--- src/rtl/viterbi_bs_pkg.sv ---
package viterbi_bs_pkg;
  localparam int CONSTR_LEN = 3;
  localparam int MEM_BITS   = CONSTR_LEN - 1;
  localparam int NUM_STATES = 1 << MEM_BITS;
  localparam int SYM_W      = 2;
  localparam int NUM_SYMS   = 1 << SYM_W;
  localparam int METRIC_W   = 8;
  localparam logic [CONSTR_LEN-1:0] GEN_HI = 3'b111;
  localparam logic [CONSTR_LEN-1:0] GEN_LO = 3'b101;

  typedef logic [METRIC_W-1:0] metric_t;
  typedef logic [MEM_BITS-1:0] state_t;

  function automatic logic [SYM_W-1:0] branch_sym(input state_t prev, input logic bit_in);
    logic [CONSTR_LEN-1:0] taps;
    taps = {bit_in, prev};
    return {^(taps & GEN_HI), ^(taps & GEN_LO)};
  endfunction
endpackage

--- src/rtl/viterbi_bs_bmu.sv ---
module viterbi_bs_bmu
  import viterbi_bs_pkg::*;
(
  input  logic [SYM_W-1:0]                 sym_i,
  output logic [NUM_SYMS-1:0][SYM_W-1:0]   bm_o
);
  for (genvar e = 0; e < NUM_SYMS; e++) begin : g_bm
    logic [SYM_W-1:0] agree;
    assign agree    = ~(sym_i ^ SYM_W'(e));
    assign bm_o[e]  = {1'b0, agree[1]} + {1'b0, agree[0]};
  end
endmodule

--- src/rtl/viterbi_bs_acs.sv ---
module viterbi_bs_acs
  import viterbi_bs_pkg::*;
#(
  parameter int INIT_BONUS = 32
) (
  input  logic                             clk_i,
  input  logic                             rst_ni,
  input  logic                             valid_i,
  input  logic [NUM_SYMS-1:0][SYM_W-1:0]   bm_i,
  output metric_t [NUM_STATES-1:0]         metric_o,
  output logic [NUM_STATES-1:0]            dec_o
);
  metric_t [NUM_STATES-1:0] metric_q, sum_d, metric_d;
  logic    [NUM_STATES-1:0] top_q, top_d;
  metric_t                  floor_d;

  for (genvar ns = 0; ns < NUM_STATES; ns++) begin : g_acs
    localparam int   P0 = (ns * 2) % NUM_STATES;
    localparam int   P1 = P0 + 1;
    localparam logic UB = 1'(ns >> (MEM_BITS - 1));
    logic [SYM_W-1:0] exp0, exp1;
    metric_t          cand0, cand1;
    assign exp0        = branch_sym(state_t'(P0), UB);
    assign exp1        = branch_sym(state_t'(P1), UB);
    assign cand0       = metric_q[P0] + metric_t'(bm_i[exp0]);
    assign cand1       = metric_q[P1] + metric_t'(bm_i[exp1]);
    // tie keeps lower predecessor
    assign dec_o[ns]   = cand1 > cand0;
    assign sum_d[ns]   = dec_o[ns] ? cand1 : cand0;
    assign top_d[ns]   = sum_d[ns][METRIC_W-1];
    assign top_q[ns]   = metric_q[ns][METRIC_W-1];
  end

  always_comb begin
    floor_d = sum_d[0];
    for (int s = 1; s < NUM_STATES; s++)
      if (sum_d[s] < floor_d) floor_d = sum_d[s];
  end

  always_comb begin
    for (int s = 0; s < NUM_STATES; s++)
      metric_d[s] = (&top_d) ? sum_d[s] - floor_d : sum_d[s];
  end

  always_ff @(posedge clk_i or negedge rst_ni) begin
    if (!rst_ni) begin
      for (int s = 0; s < NUM_STATES; s++)
        metric_q[s] <= (s == 0) ? metric_t'(INIT_BONUS) : '0;
    end else if (valid_i) begin
      metric_q <= metric_d;
    end
  end

  assign metric_o = metric_q;

  AST_RENORM_BOUND: assert property (@(posedge clk_i) disable iff (!rst_ni)
    !(&top_q));
  AST_IDLE_HOLD: assert property (@(posedge clk_i) disable iff (!rst_ni)
    !valid_i |=> $stable(metric_q));
endmodule

--- src/rtl/viterbi_bs_wta.sv ---
module viterbi_bs_wta
  import viterbi_bs_pkg::*;
(
  input  logic                     clk_i,
  input  logic                     rst_ni,
  input  metric_t [NUM_STATES-1:0] metric_i,
  output state_t                   best_o
);
  always_comb begin
    best_o = '0;
    for (int s = 1; s < NUM_STATES; s++)
      if (metric_i[s] > metric_i[best_o]) best_o = state_t'(s);
  end

  for (genvar s = 0; s < NUM_STATES; s++) begin : g_chk
    AST_BEST_MAX: assert property (@(posedge clk_i) disable iff (!rst_ni)
      metric_i[best_o] >= metric_i[s]);
    AST_BEST_TIE: assert property (@(posedge clk_i) disable iff (!rst_ni)
      (metric_i[best_o] == metric_i[s]) |-> (best_o <= state_t'(s)));
  end
endmodule

--- src/rtl/viterbi_bs_trace.sv ---
module viterbi_bs_trace
  import viterbi_bs_pkg::*;
#(
  parameter int WIN_LEN = 12
) (
  input  logic                  clk_i,
  input  logic                  rst_ni,
  input  logic                  valid_i,
  input  logic [NUM_STATES-1:0] dec_i,
  input  state_t                best_i,
  output logic                  bit_valid_o,
  output logic                  bit_o
);
  localparam int IDX_W = $clog2(WIN_LEN);
  localparam int CNT_W = $clog2(WIN_LEN + 1);

  logic [NUM_STATES-1:0] dec_mem [WIN_LEN];
  logic [IDX_W-1:0]      win_idx_q;
  logic                  win_last, tb_go_q;
  logic [WIN_LEN-1:0]    tb_bits, out_q;
  logic [CNT_W-1:0]      cnt_q;

  assign win_last = win_idx_q == IDX_W'(WIN_LEN - 1);

  always_ff @(posedge clk_i) begin
    if (valid_i) dec_mem[win_idx_q] <= dec_i;
  end

  always_ff @(posedge clk_i or negedge rst_ni) begin
    if (!rst_ni) begin
      win_idx_q <= '0;
      tb_go_q   <= 1'b0;
    end else begin
      tb_go_q <= valid_i & win_last;
      if (valid_i) win_idx_q <= win_last ? '0 : win_idx_q + 1'b1;
    end
  end

  // traceback over the full window, newest step first
  always_comb begin
    state_t s;
    s = best_i;
    for (int j = WIN_LEN - 1; j >= 0; j--) begin
      tb_bits[j] = s[MEM_BITS-1];
      s = {s[MEM_BITS-2:0], dec_mem[j][s]};
    end
  end

  always_ff @(posedge clk_i or negedge rst_ni) begin
    if (!rst_ni) begin
      out_q <= '0;
      cnt_q <= '0;
    end else if (tb_go_q) begin
      out_q <= tb_bits;
      cnt_q <= CNT_W'(WIN_LEN);
    end else if (cnt_q != '0) begin
      out_q <= out_q >> 1;
      cnt_q <= cnt_q - 1'b1;
    end
  end

  assign bit_valid_o = cnt_q != '0;
  assign bit_o       = out_q[0];

  AST_WIN_RANGE: assert property (@(posedge clk_i) disable iff (!rst_ni)
    win_idx_q < IDX_W'(WIN_LEN));
  AST_LOAD_DRAINED: assert property (@(posedge clk_i) disable iff (!rst_ni)
    tb_go_q |-> cnt_q <= CNT_W'(1));
  AST_BURST_START: assert property (@(posedge clk_i) disable iff (!rst_ni)
    tb_go_q |=> bit_valid_o && cnt_q == CNT_W'(WIN_LEN));
endmodule

--- src/rtl/viterbi_bs_dec.sv ---
module viterbi_bs_dec
  import viterbi_bs_pkg::*;
#(
  parameter int WIN_LEN    = 12,
  parameter int INIT_BONUS = 32
) (
  input  logic             clk_i,
  input  logic             rst_ni,
  input  logic             sym_valid_i,
  input  logic [SYM_W-1:0] sym_i,
  output logic             bit_valid_o,
  output logic             bit_o
);
  logic [NUM_SYMS-1:0][SYM_W-1:0] bm;
  metric_t [NUM_STATES-1:0]       metric;
  logic [NUM_STATES-1:0]          dec;
  state_t                         best;

  viterbi_bs_bmu u_bmu (
    .sym_i (sym_i),
    .bm_o  (bm)
  );

  viterbi_bs_acs #(.INIT_BONUS(INIT_BONUS)) u_acs (
    .clk_i    (clk_i),
    .rst_ni   (rst_ni),
    .valid_i  (sym_valid_i),
    .bm_i     (bm),
    .metric_o (metric),
    .dec_o    (dec)
  );

  viterbi_bs_wta u_wta (
    .clk_i    (clk_i),
    .rst_ni   (rst_ni),
    .metric_i (metric),
    .best_o   (best)
  );

  viterbi_bs_trace #(.WIN_LEN(WIN_LEN)) u_trace (
    .clk_i       (clk_i),
    .rst_ni      (rst_ni),
    .valid_i     (sym_valid_i),
    .dec_i       (dec),
    .best_i      (best),
    .bit_valid_o (bit_valid_o),
    .bit_o       (bit_o)
  );
endmodule

--- config.mk ---
export PLATFORM = sky130hd
export DESIGN_NAME = viterbi_bs_dec
export DESIGN_NICKNAME = d
export VERILOG_FILES = /design/src/rtl/viterbi_bs_pkg.sv /design/src/rtl/viterbi_bs_bmu.sv /design/src/rtl/viterbi_bs_acs.sv /design/src/rtl/viterbi_bs_wta.sv /design/src/rtl/viterbi_bs_trace.sv /design/src/rtl/viterbi_bs_dec.sv
export SDC_FILE = /design/constraint.sdc
export NUM_CORES = 1
export LEC_CHECK = 0
export ABC_AREA = 1
export ABC_CLOCK_PERIOD_IN_PS = 18700
export BUFFER_PORTS_ARGS = -buffer_cell sky130_fd_sc_hd__buf_2
export CAP_MARGIN = 0
export CORE_ASPECT_RATIO = 2
export CORE_UTILIZATION = 70
export CTS_CLUSTER_DIAMETER = 50
export CTS_CLUSTER_SIZE = 40
export DETAILED_ROUTE_END_ITERATION = 10
export GPL_TIMING_DRIVEN = 0
export PLACE_DENSITY = 0.93
export SLEW_MARGIN = 15
export SYNTH_ARGS = -nofsm -noshare
export SYNTH_HDL_FRONTEND = slang
export SYNTH_SLANG_ARGS = --single-unit
--- constraint.sdc ---
create_clock -name clk_i -period 18.7 [get_ports clk_i]
set_input_delay 1.87 -clock clk_i [delete_from_list [all_inputs] [get_ports clk_i]]
set_output_delay 1.87 -clock clk_i [all_outputs]
set_load 0.01 [all_outputs]
==> flow_summary.toml <==
[outcome]
status = "complete, no violations"

[sta]
period_needed_ps = 12990
setup_viol = 0
rsz0062_at_grt = "no"
finalClockSkew_ps = 14.6
slew_viol_final = 0
setup_tns_ps = 0
fmax_mhz = 77.0
min_period_over_period_pct = 69.5
slew-limit-headroom_pct = 6.54
hold_viol = 0
worst_pin_slew_ps = 1390

[setup_path]
rr_endpoint = "u_acs.metric_o[15]"
crit_path_end = "u_acs.metric_o[15]"
cp-end-kind = "flip-flop"
crit_buf_inv = 9
critPathLaunch = "sym_i[1]"
r2r-start = "u_acs.metric_o[16]"
r2r.worst_path.cells = 49
critical_path_class = "in -> reg"
cp.arrival_ps = 13230
worst-r2r-setup-slack_ps = 7630
crit_fanout = 19
crit_required_ps = 18940
slowest_delay_ps = 770
cp_top_family = "compound AO/OA/AOI/OAI gates"
cp-start-kind = "primary input"
cp.depth = 53
crit_slowest_cell = "clkbuf_1"

[synthesis]
synthFlopType = "dfrtp_1"
synth-seq-cells = 93
ys_types = 36
synth_edf_count = 40
yosys.area.top_type_share_pct = 17.1
synth_nets = 1336
synth_area_um2 = 9090
yosysSeqAreaShare_pct = 27.8
yosysWarnings = 0
synth_most_common_cell = "nand2_1"
synthCells = 1195
async_flop_share_pct = 57.0
syn_area_per_cell_um2 = 7.61
netlist_top_cells_area = "ha_1, dfrtp_1, edfxtp_1"
synth_common_cells = "nand2_1, inv_1, ha_1"
synth_top_area_cell = "ha_1"

[final_layout]
finalNetCount = 1353
seqCellArea_um2 = 2530
drive_above_1_share_pct = 5.83
multi_input_area_um2 = 5930
antennaDiodeCount = 0
syn_to_final_growth_pct = 5.94
n_fill_cell = 878

[clock_tree]
root_buffer = "clkbuf_16"
h-tree-depth = 3
clock-sinks = 93
clock_latency_ps = 360
ctsResizeCount = 0
clock_path_buffers = 2
holdBufCountCts = 0
clk_pin_slew_ps = 70
cts_buffers = 9
cts_tree = "done"
cts_setup_buffers = 0

[die]
dieArea_um2 = 13500
fp.dieW_um = 82.6
rows = 58
start_util_pct = 72.0
die_h_um = 163
core_um2 = 12600
ios = 7

[grt]
grtUsageTotal_pct = 48.8
grt_pass1_vias = 9037
antenna_found_initial = 0
grt_max_degree = 54
grt_pass1_wl_um = 46800
grt_overflow_total = 0

[drt]
wire_per_inst_um = 21.3
drtPass1Iterations = 6
via_count = 8887
routed_wl_um = 29100
drc = 0
ant_nets = 0
first_iter_violations = 894
vias_per_cell = 6.50

[hold_path]
min_path_type = "reg -> reg"

[placed_design]
portBuffers = 5
dp_hpwl_um = 20900
gp_congestion = 1.08

[job]
cap_violations = 0
## layer usage
metal	vias up	share of wire [%]	GRT usage [%]
met2	536	49	76.0
met1	4055	30	44.8
met5	-	0	3.75
met4	0	11	46.2
met3	243	9.2	22.2
li1	4053	-	-
## kinds of logic (layout without fill, tap and decap cells)
| logic type | Yosys count | in the layout | synth area share [%] |
|---|---|---|---|
| xor+xnor | 67 | 67 | 6.45 |
| simple gates | 489 | 489 | 24.8 |
| buf+inv | 169 | 191 | 6.98 |
| fa+ha+maj | 136 | 136 | 19.7 |
| flops | 93 | 93 | 27.8 |
| compound gates | 241 | 241 | 14.2 |
## cells in the final DEF (no fill, tap or decap), drive strengths merged, types with 2 or more instances in the layout
cell type  instances
nand2            276
inv              143
o21ai            126
ha               124
nand3             93
nor2              85
a21oi             78
xor2              56
dfrtp             52
edfxtp            40
clkbuf            37
o211ai            23
fa                12
xnor2             11
nor3              11
nand3b            11
nand4              8
buf                7
o21a               4
and2               4
o22ai              4
a211oi             2
clkinvlp           2
## worst reg2reg max path: cells and delay by family (launching register included)
family	cells	cell delay [ps]
AND/OR/NAND/NOR	20	2190
buffers and inverters	6	1640
XOR/XNOR	1	170
AO/OA/AOI/OAI	15	4090
adder cells (fa/ha/maj)	7	2470
flip-flops	1	420
## registers in the layout (all words and copies together), names as in the netlist
signal	cells
u_acs.metric_o	32
u_trace.dec_mem	40
u_trace.win_idx_q	4
u_trace.cnt_q	4
u_trace.out_q	12
u_trace.tb_go_q	1
## worst min-delay path by stage
| stage | startpoint | end | slack (ps) | cells after the start |
|---|---|---|---|---|
| 4_1_cts | u_trace.out_q[11] | u_trace.out_q[11] | 480 | 2 |
| 2_1_floorplan | u_trace.out_q[11] | u_trace.out_q[11] | 450 | 2 |
| 3_5_place_dp | u_trace.out_q[11] | u_trace.out_q[11] | 480 | 2 |
| 3_3_place_gp | u_trace.out_q[11] | u_trace.out_q[11] | 460 | 2 |
| 5_1_grt | u_trace.out_q[11] | u_trace.out_q[11] | 570 | 2 |
| 6_report | u_trace.out_q[11] | u_trace.out_q[11] | 480 | 2 |
## cell type report
cell class / instances / share of cell area, %
multi-input cells: 933 / 61.6
plain buffers: 29 / 1.13
clock inverters: 7 / 0.961
clock buffers: 9 / 2.34
well taps: 150 / 1.95
repair buffers: 6 / 0.364
inverters: 140 / 5.45
flip-flops and latches: 93 / 26.2
## per-stage QoR
step                      worst slack, ps  hold slack (ps)  utilization [%]  instance area [µm²]  std cells
after floorplan                      8090              450                -                 9090       1195
after global placement               5830              463             73.7                 9310       1350
after detailed placement             6110              479             73.8                 9320       1351
after CTS                            6430              483             76.3                 9630       1367
after global routing                 5190              565             76.3                 9630       1367
final                                5710              483             76.3                 9630       1367
Power is left out: the tool's default activity adds up to more than one toggle a clock period on the data nets, which glitch-free logic cannot reach.
